**src/rtl/spi_stat_pkg.sv**
```systemverilog
package spi_stat_pkg;

    localparam int STAT_W  = 8;
    localparam int RX_BIT  = 7;
    localparam int TX_BIT  = 5;
    localparam int FLT_BIT = 4;

    // Per-flag state: the flag itself and its armed clear sequence
    typedef struct packed {
        logic flag;
        logic armed;
    } seq_flag_t;

    typedef struct packed {
        logic ss_prev;
    } edge_state_t;

    typedef struct packed {
        logic tx_empty;
    } top_state_t;

endpackage

```
**src/rtl/spi_seq_flag.sv**
```systemverilog
module spi_seq_flag
    import spi_stat_pkg::*;
#(
    parameter logic RESET_VAL = 1'b0
) (
    input  logic clk,
    input  logic rst_n,
    input  logic set_i,
    input  logic arm_rd_i,
    input  logic clr_acc_i,
    output logic flag_o
);

    seq_flag_t st_d, st_q;

    always_comb begin
        st_d = st_q;
        // status read records whether it saw the flag set
        if (arm_rd_i) begin
            st_d.armed = st_q.flag;
        end
        // armed clearing access consumes the arming
        if (clr_acc_i && st_q.armed) begin
            st_d.flag  = 1'b0;
            st_d.armed = 1'b0;
        end
        // a set event always wins
        if (set_i) begin
            st_d.flag = 1'b1;
        end
    end

    always_ff @(posedge clk or negedge rst_n) begin
        if (!rst_n) begin
            st_q <= '{flag: RESET_VAL, armed: 1'b0};
        end else begin
            st_q <= st_d;
        end
    end

    assign flag_o = st_q.flag;

    assert_set_wins_R10: assert property (@(posedge clk) disable iff (!rst_n)
        set_i |=> st_q.flag);

    assert_clear_needs_arm_R6: assert property (@(posedge clk) disable iff (!rst_n)
        $fell(st_q.flag) |-> $past(st_q.armed && clr_acc_i));

    assert_arm_implies_flag_R4: assert property (@(posedge clk) disable iff (!rst_n)
        st_q.armed |-> st_q.flag);

endmodule

```
**src/rtl/spi_fault_detect.sv**
```systemverilog
module spi_fault_detect
    import spi_stat_pkg::*;
(
    input  logic clk,
    input  logic rst_n,
    input  logic ss_n_i,
    input  logic master_i,
    input  logic en_i,
    output logic fault_evt_o
);

    edge_state_t st_d, st_q;

    always_comb begin
        st_d         = st_q;
        st_d.ss_prev = ss_n_i;
    end

    always_ff @(posedge clk or negedge rst_n) begin
        if (!rst_n) begin
            st_q <= '{ss_prev: 1'b1};
        end else begin
            st_q <= st_d;
        end
    end

    // high-to-low transition of slave select while master with detection on
    assign fault_evt_o = st_q.ss_prev && !ss_n_i && master_i && en_i;

endmodule

```
**src/rtl/spi_status_flags.sv**
```systemverilog
module spi_status_flags
    import spi_stat_pkg::*;
(
    input  logic              clk,
    input  logic              rst_n,
    input  logic              rx_done_i,
    input  logic              tx_empty_i,
    input  logic              ss_n_i,
    input  logic              master_i,
    input  logic              fault_en_i,
    input  logic              stat_rd_i,
    input  logic              stat_wr_i,
    input  logic              data_hi_rd_i,
    input  logic              data_lo_rd_i,
    input  logic              data_word_rd_i,
    input  logic              ctrl1_wr_i,
    input  logic              rx_ie_i,
    input  logic              tx_ie_i,
    input  logic              fault_ie_i,
    output logic [STAT_W-1:0] status_o,
    output logic              rx_irq_o,
    output logic              tx_irq_o,
    output logic              fault_irq_o
);

    logic rx_flag, fault_flag, fault_evt, lo_access;
    top_state_t st_d, st_q;

    // low half is read by a byte read or as part of a word read;
    // a high-byte read alone is not a clearing access
    assign lo_access = data_lo_rd_i || data_word_rd_i;

    spi_seq_flag #(.RESET_VAL(1'b0)) u_rx_flag (
        .clk       (clk),
        .rst_n     (rst_n),
        .set_i     (rx_done_i),
        .arm_rd_i  (stat_rd_i),
        .clr_acc_i (lo_access),
        .flag_o    (rx_flag)
    );

    spi_fault_detect u_fault_det (
        .clk         (clk),
        .rst_n       (rst_n),
        .ss_n_i      (ss_n_i),
        .master_i    (master_i),
        .en_i        (fault_en_i),
        .fault_evt_o (fault_evt)
    );

    spi_seq_flag #(.RESET_VAL(1'b0)) u_fault_flag (
        .clk       (clk),
        .rst_n     (rst_n),
        .set_i     (fault_evt),
        .arm_rd_i  (stat_rd_i),
        .clr_acc_i (ctrl1_wr_i),
        .flag_o    (fault_flag)
    );

    always_comb begin
        st_d          = st_q;
        st_d.tx_empty = tx_empty_i;
    end

    always_ff @(posedge clk or negedge rst_n) begin
        if (!rst_n) begin
            st_q <= '{tx_empty: 1'b1};
        end else begin
            st_q <= st_d;
        end
    end

    always_comb begin
        status_o          = '0;
        status_o[RX_BIT]  = rx_flag;
        status_o[TX_BIT]  = st_q.tx_empty;
        status_o[FLT_BIT] = fault_flag;
    end

    assign rx_irq_o    = rx_flag && rx_ie_i;
    assign tx_irq_o    = st_q.tx_empty && tx_ie_i;
    assign fault_irq_o = fault_flag && fault_ie_i;

    assert_rx_set_R3: assert property (@(posedge clk) disable iff (!rst_n)
        rx_done_i |=> status_o[RX_BIT]);

    assert_rx_clear_src_R4: assert property (@(posedge clk) disable iff (!rst_n)
        $fell(status_o[RX_BIT]) |-> $past(lo_access));

    assert_fault_set_R7: assert property (@(posedge clk) disable iff (!rst_n)
        fault_evt |=> status_o[FLT_BIT]);

    assert_fault_clear_src_R8: assert property (@(posedge clk) disable iff (!rst_n)
        $fell(status_o[FLT_BIT]) |-> $past(ctrl1_wr_i));

    assert_tx_follow_R9: assert property (@(posedge clk) disable iff (!rst_n)
        $past(rst_n) |-> status_o[TX_BIT] == $past(tx_empty_i));

    assert_stat_wr_inert_R2: assert property (@(posedge clk) disable iff (!rst_n)
        (stat_wr_i && !rx_done_i && !fault_evt && !lo_access && !ctrl1_wr_i)
        |=> $stable(status_o[RX_BIT]) && $stable(status_o[FLT_BIT]));

endmodule

```
**config.mk**
```make
export PLATFORM = sky130hd
export DESIGN_NAME = spi_status_flags
export DESIGN_NICKNAME = d
export VERILOG_FILES = /design/src/rtl/spi_stat_pkg.sv /design/src/rtl/spi_seq_flag.sv /design/src/rtl/spi_fault_detect.sv /design/src/rtl/spi_status_flags.sv
export SDC_FILE = /design/constraint.sdc
export NUM_CORES = 1
export LEC_CHECK = 0
export BUFFER_PORTS_ARGS = -buffer_cell sky130_fd_sc_hd__buf_2
export CORE_AREA = 2 2 39 41
export CTS_BUF_LIST = sky130_fd_sc_hd__clkbuf_16
export CTS_CLUSTER_SIZE = 30
export DETAILED_ROUTE_END_ITERATION = 8
export DIE_AREA = 0 0 41 43
export GPL_TIMING_DRIVEN = 0
export HOLD_SLACK_MARGIN = 0.1
export PLACE_DENSITY = 0.55
export SLEW_MARGIN = 20
export SYNTH_ARGS = -nofsm -noshare
export SYNTH_HDL_FRONTEND = slang
export SYNTH_SLANG_ARGS = --single-unit
```
**constraint.sdc**
```tcl
create_clock -name clk -period 0.9 [get_ports clk]
set_input_delay 0.225 -clock clk [delete_from_list [all_inputs] [get_ports clk]]
set_output_delay 0.225 -clock clk [all_outputs]
set_load 0.05 [all_outputs]
```
==> metrics <==
sequential share of the synthesized area 0.510; area grow syn2layout 105%; maxcap violations 0; Crit path max-delay family flip-flops; Final Cycle Share 1.38; Final Max Slew Viols 0; Final TNS setup -1.51 ns; Fin Hold WS 0.109 ns; Final setup viols 6; Starting Density 0.216; Die H roughly 43 um; Max VDD drop 1.91 mV; Hold WC Path Type primary input to register; die footprint 1760 um^2; I/O Pins 27; power density over cell area 2970 nW/um^2; TritonCTS Buffers 3; Post-DRT Antenna Nets 0; Worst path max stage delay 0.52 ns; CTS tree built; syn_area_per_cell 11.1 um^2; Die Wd a little over 40 um; P_leak about 0.32 nW; number of inserted diodes 0; Worst setup EP type output port; CP bufs+invs 1; fin crit period 1.24 ns; total wire length approximately 570 um; share of post-route cells with drive strength above 1 0.649; GRT Residual Overflow 0; Worst path slowest cell dfstp_2; RD Place Congestion approximately 0.58; worst path cell trace and2_4 -> buf_8; CP startpoint kind register; final worst slack -0.338 ns; Total Routing Usage GR 0.0859; Mapped Area 299 um^2; CP Class register to output port; root buffer cell clkbuf_16; Final nets 75; clock skew 0.000112 ns; htree depth 1; via count roughly 280; endpoints failing hold 0; Ys Warns 0; status complete, but fails checks; #FFs+latches synth 6; DRC Markers 0; clock tree sinks 6; Cell Rows 14; WP data required about 0.67 ns; Placeable Area approximately 1400 um^2; initial antenna violation count 0; DRT iter0 DRCs 1; via/cell ratio 3.77; global-route wire length before repair 869 um; largest net degree at the start of global routing 7; DR pass1 iterations 2; RSZ-0062 raised after global routing yes; Synth Instances 27; routed len/inst 7.74 um; vias in the first global route 254; clk_lat worst skew approximately 0.23 ns; failing checks negative setup slack; fmax 808 MHz; maximum clock path buffer count 2; Max Fanout on Critical Path 2; Data arrival, critical path 1.01 ns; clock transition at the registers of the reported paths 0.03 ns; post-synth cell types 14; Buffers on Ports 19
-- per-stage QoR --
step | cell area [um^2] | cells | setup WS (ns) | utilization | total power (W)
floorplan | 319 | 31 | -0.0544 | - | 0.000800
global route | 614 | 73 | -0.364 | 0.444 | 0.00191
detailed placement | 434 | 66 | -0.204 | 0.314 | 0.000905
global placement | 434 | 66 | -0.198 | 0.314 | 0.000897
CTS | 614 | 73 | -0.341 | 0.444 | 0.00185
finish | 614 | 73 | -0.338 | 0.444 | 0.00183
-- cell usage in the layout (no fill, tap or decap), types with 2 or more instances in the layout --
cell type	count
and2_4	3
buf_2	13
buf_4	8
buf_6	2
buf_8	6
clkbuf_16	3
conb_1	5
dfrtp_1	4
dfstp_2	2
dlygate4sd3_1	2
-- path summary, 6_finish.rpt --
check	start	depth (start not counted)	endpoint	slack, ns
hold reg to reg	u_fault_flag.st_q[0]	1	u_fault_flag.st_q[0]	0.46
setup / recovery	st_q	2	tx_irq_o	-0.34
min in group asynchronous	rst_n	2	u_fault_flag.st_q[0]	0.35
setup reg to reg	u_rx_flag.flag_o	3	u_rx_flag.st_q[0]	0.02
hold / removal	ss_n_i	1	u_fault_det.st_q	0.11
max in group asynchronous	rst_n	2	st_q	0.33
-- cells in the mapped netlist --
master    count  area [um^2]
conb_1        1         3.75
a21oi_1       1         5.00
o211a_1       1         10.0
nand2_1       1         3.75
buf_4         8         60.1
and2_1        3         18.8
dfrtp_1       4          100
a32o_1        1         10.0
o21ai_1       1         5.00
mux2i_1       1         10.0
dfstp_2       2         52.6
nor2b_1       1         6.26
a21o_1        1         7.51
nand2b_1      1         6.26
-- logic make-up (layout without fill, tap and decap cells) --
| group | Yosys count | in the layout | share of synthesized area |
|---|---|---|---|
| buffers and inverters | 8 | 34 | 0.201 |
| and+or+nand+nor | 6 | 6 | 0.117 |
| muxes | 1 | 1 | 0.0335 |
| other | 1 | 5 | 0.0125 |
| AOI/OAI and AO/OA | 5 | 5 | 0.126 |
| DFF | 6 | 6 | 0.510 |
-- worst register-to-register path, stage by stage, from the launching register on --
cell and delay [ns]:
dfrtp_1 0.39, buf_4 0.14, nand2b_1 0.13, o211a_1 0.10
-- repair_timing --
item,4_1_cts,5_1_grt
buffers inserted,2,0
endpoints found under the hold margin,7,0
hold buffers,2,0
pin swaps,2,0
resized for setup,22,0
setup endpoints to repair,6,6
-- state kept, by name, indices dropped and copies added, names as in the netlist --
name / count
u_rx_flag.st_q: 1
u_fault_flag.flag_o: 1
u_fault_flag.st_q: 1
st_q: 1
u_rx_flag.flag_o: 1
u_fault_det.st_q: 1
-- report_power, final --
| part | total (W) | switching (W) | internal, W |
|---|---|---|---|
| sequential | 0.000396 | 0.0000507 | 0.000346 |
| combinational | 0.000724 | 0.000360 | 0.000364 |
| clock | 0.000706 | 0.000137 | 0.000569 |
| total | 0.00183 | 0.000548 | 0.00128 |
-- routing by layer --
layer | routed length (um) | track usage
met1 | 172 | 0.0526
met2 | 269 | 0.128
met3 | 94 | 0.0681
met4 | 28 | 0.100
met5 | 0 | 0
-- final cells by class --
cell class	instances	area, um^2
clock buffer	3	75.1
multi-input combinational	17	109
timing repair buffer	23	190
buffer	8	67.6
fill	135	769
sequential	6	153
tap	16	20.0
No activity file was read; power rests on OpenSTA's default activity.
